`config.mk`:
```
export PLATFORM = sky130hd
export DESIGN_NAME = baud_tick_gen
export DESIGN_NICKNAME = d
export VERILOG_FILES = /design/src/rtl/baud_pkg.sv /design/src/rtl/btg_regs.sv /design/src/rtl/btg_prescale.sv /design/src/rtl/btg_divider.sv /design/src/rtl/baud_tick_gen.sv
export SDC_FILE = /design/constraint.sdc
export NUM_CORES = 1
export LEC_CHECK = 0
export CAP_MARGIN = 20
export CORE_ASPECT_RATIO = 0.75
export CORE_MARGIN = 2
export CORE_UTILIZATION = 51
export CTS_CLUSTER_SIZE = 10
export DETAILED_ROUTE_END_ITERATION = 10
export PLACE_DENSITY = 0.91
export REMOVE_ABC_BUFFERS = 1
export SYNTH_ARGS = -nofsm -noshare
export SYNTH_HDL_FRONTEND = slang
export SYNTH_SLANG_ARGS = --single-unit
```
`constraint.sdc`:
```
create_clock -name clk -period 2.82 [get_ports clk]
set_input_delay 0.564 -clock clk [delete_from_list [all_inputs] [get_ports clk]]
set_output_delay 0.564 -clock clk [all_outputs]
set_load 0.1 [all_outputs]
```
`src/rtl/baud_pkg.sv`:
```
package baud_pkg;
   localparam int DATA_W = 8;

   typedef enum logic [1:0] {
      SEL_MODE = 2'd0,
      SEL_RATE = 2'd1,
      SEL_CTRL = 2'd2,
      SEL_NONE = 2'd3
   } reg_sel_e;

   localparam logic [DATA_W-1:0] MODE_KEEP = 8'h7B;
   localparam logic [DATA_W-1:0] CTRL_KEEP = 8'hFA;
   localparam int                EXT_CLK_BIT = 1;
   localparam int                PSEL_W = 2;
endpackage

```
`src/rtl/btg_regs.sv`:
```
module btg_regs
   import baud_pkg::*;
#(
   parameter int RATE_W = 8
) (
   input  logic              clk,
   input  logic              rst,
   input  logic              wr_en,
   input  logic [1:0]        wr_sel,
   input  logic [DATA_W-1:0] wr_data,
   output logic [DATA_W-1:0] mode_q,
   output logic [RATE_W-1:0] rate_q,
   output logic [DATA_W-1:0] ctrl_q,
   output logic              restart
);
   localparam logic [RATE_W-1:0] RATE_INIT = {RATE_W{1'b1}};

   logic psel_change;

   // a divisor change: any rate write, or a prescale-select change
   assign psel_change = (wr_data[PSEL_W-1:0] != mode_q[PSEL_W-1:0]);
   assign restart = wr_en &&
                    ((wr_sel == SEL_RATE) || ((wr_sel == SEL_MODE) && psel_change));

   always_ff @(posedge clk) begin
      if (rst) begin
         mode_q <= '0;
         rate_q <= RATE_INIT;
         ctrl_q <= '0;
      end else if (wr_en) begin
         case (wr_sel)
            SEL_MODE: mode_q <= wr_data & MODE_KEEP;
            SEL_RATE: rate_q <= wr_data[RATE_W-1:0];
            SEL_CTRL: ctrl_q <= wr_data & CTRL_KEEP;
            default:  ;
         endcase
      end
   end
endmodule

```
`src/rtl/btg_prescale.sv`:
```
module btg_prescale #(
   parameter int SEL_W     = 2,
   parameter int STEP_LOG2 = 2
) (
   input  logic             clk,
   input  logic             rst,
   input  logic             clr,
   input  logic [SEL_W-1:0] sel,
   output logic             strobe
);
   localparam int MAX_SHIFT = STEP_LOG2 * ((1 << SEL_W) - 1);
   localparam int CNT_W     = (MAX_SHIFT > 0) ? MAX_SHIFT : 1;

   generate
      if (MAX_SHIFT == 0) begin : g_bypass
         assign strobe = !clr;
      end else begin : g_count
         logic [CNT_W-1:0] pcnt;
         logic [CNT_W:0]   span;
         logic [CNT_W-1:0] limit;

         always_comb begin
            span  = (CNT_W+1)'(1) << (int'(sel) * STEP_LOG2);
            limit = CNT_W'(span - 1'b1);
         end

         assign strobe = !clr && (pcnt == limit);

         always_ff @(posedge clk) begin
            if (rst || clr)           pcnt <= '0;
            else if (pcnt == limit)   pcnt <= '0;
            else                      pcnt <= pcnt + 1'b1;
         end
      end
   endgenerate
endmodule

```
`src/rtl/btg_divider.sv`:
```
module btg_divider #(
   parameter int RATE_W  = 8,
   parameter int OS_LOG2 = 5
) (
   input  logic              clk,
   input  logic              rst,
   input  logic              clr,
   input  logic              step,
   input  logic [RATE_W-1:0] rate,
   output logic              tick
);
   localparam int MW = RATE_W + OS_LOG2;

   logic [MW-1:0] mcnt;
   logic [MW-1:0] limit;

   // (rate + 1) * 2**OS_LOG2 - 1
   assign limit = {rate, {OS_LOG2{1'b1}}};

   always_ff @(posedge clk) begin
      if (rst || clr) begin
         mcnt <= '0;
         tick <= 1'b0;
      end else if (step) begin
         mcnt <= (mcnt == limit) ? '0 : mcnt + 1'b1;
         tick <= (mcnt == limit);
      end else begin
         tick <= 1'b0;
      end
   end
endmodule

```
`src/rtl/baud_tick_gen.sv`:
```
module baud_tick_gen
   import baud_pkg::*;
#(
   parameter int RATE_W    = 8,
   parameter int OS_LOG2   = 5,
   parameter int STEP_LOG2 = 2
) (
   input  logic        clk,
   input  logic        rst,
   input  logic        wr_en,
   input  logic [1:0]  wr_sel,
   input  logic [7:0]  wr_data,
   output logic [7:0]  mode_q,
   output logic [7:0]  rate_q,
   output logic [7:0]  ctrl_q,
   output logic        tick
);
   generate
      if (RATE_W < 1 || RATE_W > DATA_W) begin : g_bad_rate
         $error("RATE_W must lie in 1..DATA_W");
      end
      if (OS_LOG2 < 1) begin : g_bad_os
         $error("OS_LOG2 must be at least 1");
      end
      if (STEP_LOG2 < 0) begin : g_bad_step
         $error("STEP_LOG2 must not be negative");
      end
   endgenerate

   logic [RATE_W-1:0] rate_int;
   logic              restart;
   logic              clr;
   logic              pre_strobe;

   btg_regs #(.RATE_W(RATE_W)) u_regs (
      .clk     (clk),
      .rst     (rst),
      .wr_en   (wr_en),
      .wr_sel  (wr_sel),
      .wr_data (wr_data),
      .mode_q  (mode_q),
      .rate_q  (rate_int),
      .ctrl_q  (ctrl_q),
      .restart (restart)
   );

   generate
      if (RATE_W == DATA_W) begin : g_rate_full
         assign rate_q = rate_int;
      end else begin : g_rate_pad
         assign rate_q = {{(DATA_W-RATE_W){1'b0}}, rate_int};
      end
   endgenerate

   // external clock select holds the divider at zero
   assign clr = restart || ctrl_q[EXT_CLK_BIT];

   btg_prescale #(.SEL_W(PSEL_W), .STEP_LOG2(STEP_LOG2)) u_pre (
      .clk    (clk),
      .rst    (rst),
      .clr    (clr),
      .sel    (mode_q[PSEL_W-1:0]),
      .strobe (pre_strobe)
   );

   btg_divider #(.RATE_W(RATE_W), .OS_LOG2(OS_LOG2)) u_div (
      .clk  (clk),
      .rst  (rst),
      .clr  (clr),
      .step (pre_strobe),
      .rate (rate_int),
      .tick (tick)
   );
endmodule

```
# --- Word-level counts from Yosys, hierarchy flattened ---
# Cells that the tools add are included.
totals:
  output_inout_bits: 25
  romBits: 0
  reg_bits: 40
  memories: 0
  ramBits: 0
  latch_bits: 0
classes:
  mux: 1
  n_shift: 1
  n_mul: 0
  order_cmp: 0
  bitwise_logic: 1
  eq_ne: 5
  reduce_logical: 13
  addsub: 3
  div_mod_pow: 0
op_table:
  columns: ["operator", "n"]
  rows:
  - ["$add 13x1->13 const B", 1]
  - ["$eq 13x13->1", 1]
  - ["$mux 13", 1]
  - ["$add 6x1->6 const B", 1]
  - ["$eq 6x6->1", 1]
  - ["$reduce_and 2->1", 3]
  - ["$shl 1x3->6 const A", 1]
  - ["$sub 6x1->6 const B", 1]
  - ["$reduce_or 2->1", 2]
  - ["$logic_and 1x1->1", 3]
  - ["$logic_or 1x1->1", 3]
  - ["$eq 2x1->1 const B", 1]
  - ["$eq 2x2->1 const B", 1]
  - ["$logic_not 2->1", 1]
  - ["$ne 2x2->1", 1]
  - ["$logic_not 1->1", 1]
  - ["$not 1->1", 1]

# --- Longest topological paths before layout ---
depth:
  ltp_word: 9
  ltp_mapped: 9

# --- By module ---
# A second synthesis with hierarchy kept.
hier_totals:
  cells_unflattened: 202
  hier_area_um2: 1901.8
modules_own_cells:
  columns: ["mod", "seq_area_each_um2", "cells_per_inst", "area_each_um2", "instances"]
  rows:
  - ["btg_regs", 400.4, 85, 805.8, 1]
  - ["btg_divider", 280.3, 80, 747.0, 1]
  - ["btg_prescale", 120.1, 36, 342.8, 1]
  - ["baud_tick_gen", 0.0, 1, 6.3, 1]

# --- Least setup slack after synthesis ---
# No wires, ideal clock.
synth_timing:
  kind: "reg2reg"
  start: "register u_regs.mode_q[1]"
  end: "register u_div.mcnt[4]"
  slack_ps: 158
  synth_period_minus_slack_ps: 2662
  required_time_ps: 2749
  stages_incl_launch_ff: 9
  t_arrival_ps: 2591
  path_cell_list: "dfxtp_1 buf_2 or2_2 ha_1 xnor2_1 nor2_1 nand4b_2 or3_1 a21oi_1"
synth_via:
  elab_chain_len: 7
  word_cells_on_any_way: 11
  classes_between: "add/sub (1); eq/ne (2); shift (1); reduce/logical (7)"
synth_rtl:
  columns: ["element", "line_no", "rtl"]
  rows:
  - ["from (decl)", "btg_regs.sv:11", "output logic [DATA_W-1:0] mode_q,"]
  - ["from (signal assigned)", "btg_regs.sv:32", "SEL_MODE: mode_q <= wr_data & MODE_KEEP;"]
  - ["branches (longest 7 deep; another with $sub 6x1->6)", null, null]
  - ["to (signal assigned)", "btg_divider.sv:25", "mcnt <= (mcnt == limit) ? '0 : mcnt + 1'b1;"]
  - ["to (decl)", "btg_divider.sv:14", "logic [MW-1:0] mcnt;"]
# Several ways; the timed one is not identified.
# A chain may end at the register's enable or synchronous reset.

# --- Worst setup path in the final report ---
layout_timing:
  start: "register u_regs.mode_q[0]"
  end: "register u_div.mcnt[0]"
# The elaborated chain is that of the path after synthesis.

==> flow_results.xml <==
<?xml version="1.0" encoding="UTF-8"?>
<metrics>
  <group name="cells_and_area">
    <metric name="multi_input_gate_area_in_the_final_layout" unit="sq um">1110</metric>
    <metric name="register_area" unit="sq um">801</metric>
    <metric name="final_layout_size_suffix_gt1_frac" unit="">0.159</metric>
    <metric name="flow.area_growth_from_synthesis" unit="%">20.1</metric>
    <metric name="design_area" unit="sq um">2400</metric>
    <metric name="fin_nets" unit="">274</metric>
    <metric name="antenna-diode-count" unit="">0</metric>
    <metric name="num-fill-cells" unit="">320</metric>
  </group>
  <group name="clock_tree">
    <metric name="cts-hold-fix-buffers" unit="">0</metric>
    <metric name="cts_tree" unit="">done</metric>
    <metric name="worst_skew_pair.late_latency" unit="ns">0.30</metric>
    <metric name="cts.root.buffer_cell" unit="">clkbuf_8</metric>
    <metric name="cts_inserted_buffers" unit="">5</metric>
    <metric name="clk_transition_reported_paths" unit="ns">0.08</metric>
    <metric name="cts-resized-gates" unit="">0</metric>
    <metric name="clockBufferDepth" unit="">2</metric>
    <metric name="htree_num_levels" unit="">2</metric>
    <metric name="numClockSinks" unit="">40</metric>
    <metric name="post_cts_setup_repair_buffer_count" unit="">0</metric>
  </group>
  <group name="pwr">
    <metric name="worst_vdd_drop" unit="mV">0.332</metric>
    <metric name="power_per_cell_area" unit="nW/um^2">529</metric>
    <metric name="p_leak" unit="nW">0.972</metric>
  </group>
  <group name="critical_path">
    <metric name="setup.worst_path.end_class" unit="">flop</metric>
    <metric name="critPathArrivalTime" unit="ns">2.42</metric>
    <metric name="critical_path.startpoint_type" unit="">flop</metric>
    <metric name="worst_path_max_fanout" unit="">9</metric>
    <metric name="cp_data_required_time" unit="ns">3.04</metric>
    <metric name="worstSetupPathType" unit="">reg2reg</metric>
  </group>
  <group name="sta">
    <metric name="drv_slew" unit="">0</metric>
    <metric name="post-route-min-period" unit="ns">2.21</metric>
    <metric name="number_of_setup_violations_in_the_final_report" unit="">0</metric>
    <metric name="worst_hold_slack" unit="ns">0.503</metric>
    <metric name="grt_setup_unrepaired" unit="">false</metric>
    <metric name="skew" unit="ns">0.00728</metric>
    <metric name="sum_neg_setup_slack" unit="ns">0</metric>
    <metric name="max_freq" unit="MHz">453</metric>
    <metric name="crit_share_post_route" unit="">0.783</metric>
    <metric name="finalHoldViolCount" unit="">0</metric>
  </group>
  <group name="place">
    <metric name="detailed_place.area" unit="sq um">2310</metric>
    <metric name="gp_congestion" unit="">0.817</metric>
    <metric name="place.port_buffers" unit="">33</metric>
    <metric name="detailedPlacementHpwl" unit="um">3230</metric>
  </group>
  <group name="routing">
    <metric name="detail_route.drc_violations" unit="">0</metric>
    <metric name="routed-via-count" unit="">1812</metric>
    <metric name="first_pass_iters" unit="">5</metric>
    <metric name="number_of_drc_violations_after_detailed_routing_iteration_0" unit="">161</metric>
    <metric name="drt-wirelength-per-cell" unit="um">14.5</metric>
    <metric name="drt-total-wl" unit="um">4510</metric>
    <metric name="drt.antenna.violating_nets" unit="">0</metric>
    <metric name="vias_per_cell" unit="">5.85</metric>
  </group>
  <group name="logic_synthesis">
    <metric name="seq_total_area_yosys" unit="">0.401</metric>
    <metric name="synth_cells" unit="">226</metric>
    <metric name="mappedNetlistArea" unit="sq um">2000</metric>
    <metric name="count_of_cell_types_in_the_netlist" unit="">39</metric>
    <metric name="avgSynthCellArea" unit="sq um">8.83</metric>
    <metric name="synth_seq_cells" unit="">40</metric>
    <metric name="yosys_warnings" unit="">0</metric>
  </group>
  <group name="floorplanning">
    <metric name="floorplan.core_area" unit="sq um">3710</metric>
    <metric name="floorplan.die.width" unit="um">76.2</metric>
    <metric name="num_io_pins" unit="">38</metric>
    <metric name="die_outline_height" unit="um">58.2</metric>
    <metric name="starting_density_of_the_core" unit="">0.538</metric>
    <metric name="fp.dieArea" unit="sq um">4430</metric>
    <metric name="row_count" unit="">19</metric>
  </group>
  <group name="status">
    <metric name="status" unit="">finished, final reports clean</metric>
  </group>
  <group name="worst_hold_path">
    <metric name="hold_class" unit="">reg2reg</metric>
  </group>
  <group name="global_route">
    <metric name="antenna_found_initial" unit="">0</metric>
    <metric name="grt_pass1_wl" unit="um">7870</metric>
    <metric name="globalRouteTotalUtil" unit="">0.227</metric>
    <metric name="grt_pass1_vias" unit="">1705</metric>
    <metric name="globalRouteOverflowTotal" unit="">0</metric>
    <metric name="grt_max_degree" unit="">22</metric>
  </group>
  <group name="flow_run">
    <metric name="max_cap_violations" unit="">0</metric>
  </group>
</metrics>
[report_power, final]
group          internal (mW)  leakage, nW  switching, mW
sequential             0.583        0.325         0.0212
combinational         0.0879        0.607          0.204
clock                  0.168       0.0400          0.203
[layout by cell type (no fill, tap or decap), types with 2 or more instances in the layout]
cell type	synthesis	layout
nand3_1	29	29
clkdlybuf4s50_1	0	12
nor3_1	3	3
ha_1	3	3
a31oi_1	2	2
and4b_1	2	2
o21ai_0	2	2
buf_4	5	29
nor2_1	25	25
nand4_1	16	16
dfxtp_1	40	40
mux2i_1	12	12
and3_1	5	5
conb_1	1	4
xnor2_1	4	4
xor2_1	13	13
nor2b_1	8	8
a211o_1	9	9
a21oi_1	4	4
nand2_1	10	10
clkbuf_8	0	5
nor4_1	4	4
[sequential cells by signal, indices dropped and copies added, names as in the netlist]
signal,flops
u_pre.g_count.pcnt,6
u_div.mcnt,13
u_regs.ctrl_q,6
u_regs.mode_q,6
u_div.tick,1
u_regs.rate_q,8
[per-layer routing]
| metal | up-vias | global-route usage | part of all wire |
|---|---|---|---|
| li1 | 869 | - | - |
| met1 | 849 | 0.302 | 0.46 |
| met2 | 85 | 0.336 | 0.43 |
| met3 | 9 | 0.0763 | 0.092 |
| met4 | 0 | 0.106 | 0.012 |
| met5 | - | 0 | 0 |
[cells in the mapped netlist (all sizes together)]
| cell | instances | area (sq um) |
|---|---|---|
| a211o | 9 | 78.8 |
| a21boi | 1 | 7.51 |
| a21oi | 4 | 20.0 |
| a22oi | 1 | 21.3 |
| a31oi | 2 | 12.5 |
| and3 | 5 | 31.3 |
| and3b | 1 | 8.76 |
| and4 | 1 | 8.76 |
| and4b | 2 | 20.0 |
| buf | 12 | 77.6 |
| clkbuf | 7 | 26.3 |
| conb | 1 | 3.75 |
| dfxtp | 40 | 801 |
| ha | 3 | 37.5 |
| mux2i | 12 | 120 |
| nand2 | 10 | 37.5 |
| nand2b | 1 | 6.26 |
| nand3 | 29 | 145 |
| nand3b | 1 | 7.51 |
| nand4 | 16 | 100 |
| nand4b | 1 | 15.0 |
| nor2 | 25 | 93.8 |
| nor2b | 8 | 50.1 |
| nor3 | 3 | 15.0 |
| nor3b | 1 | 7.51 |
| nor4 | 5 | 37.5 |
| o211ai | 1 | 7.51 |
| o21ai | 2 | 10.0 |
| o31ai | 1 | 7.51 |
| or2 | 1 | 6.26 |
| or3 | 1 | 6.26 |
| or4 | 2 | 18.8 |
| xnor2 | 4 | 35.0 |
| xor2 | 13 | 114 |
[cell families after synthesis]
family,after synthesis,synth area share
simple gates,113,0.308
flops,40,0.401
compound gates,21,0.0828
buf+inv,19,0.0520
xor+xnor,17,0.0746
mux,12,0.0602
fa+ha+maj,3,0.0188
other cells,1,0.00188
[final cells by class]
| class | count | share of cell area |
|---|---|---|
| repair buffers | 41 | 0.141 |
| multi-input cells | 170 | 0.464 |
| clock inverters | 2 | 0.00522 |
| well taps | 52 | 0.0272 |
| clock buffers | 5 | 0.0287 |
| flip-flops and latches | 40 | 0.334 |
[path summary, 6_finish.rpt]
path,start,to,slack [ns],cells past startpoint
setup / recovery,u_regs.mode_q[0],u_div.mcnt[0],0.61,7
hold reg to reg,u_regs.mode_q[3],u_regs.mode_q[3],0.50,2
hold / removal,u_regs.mode_q[3],u_regs.mode_q[3],0.50,2
setup reg to reg,u_regs.mode_q[0],u_div.mcnt[0],0.61,7
[through the flow]
| stage | power (mW) | util | std cells | setup slack, ns |
|---|---|---|---|---|
| finish | 1.27 | 0.646 | 310 | 0.611 |
| global route | 1.32 | 0.646 | 310 | 0.449 |
| CTS | 1.28 | 0.646 | 310 | 0.631 |
| detailed placement | 0.908 | 0.624 | 303 | 0.345 |
| global placement | 0.902 | 0.624 | 303 | 0.389 |
| floorplan | 0.817 | - | 210 | -0.229 |
[worst max-delay path, cell delays in order (launching register included)]
cell     delay, ns
dfxtp_1       0.39
or2_2         0.32
ha_1          0.30
xnor2_1       0.13
nor2_1        0.20
and4b_1       0.46
nand2_1       0.13
o31ai_1       0.19
Power figures use the tool's default switching activity.
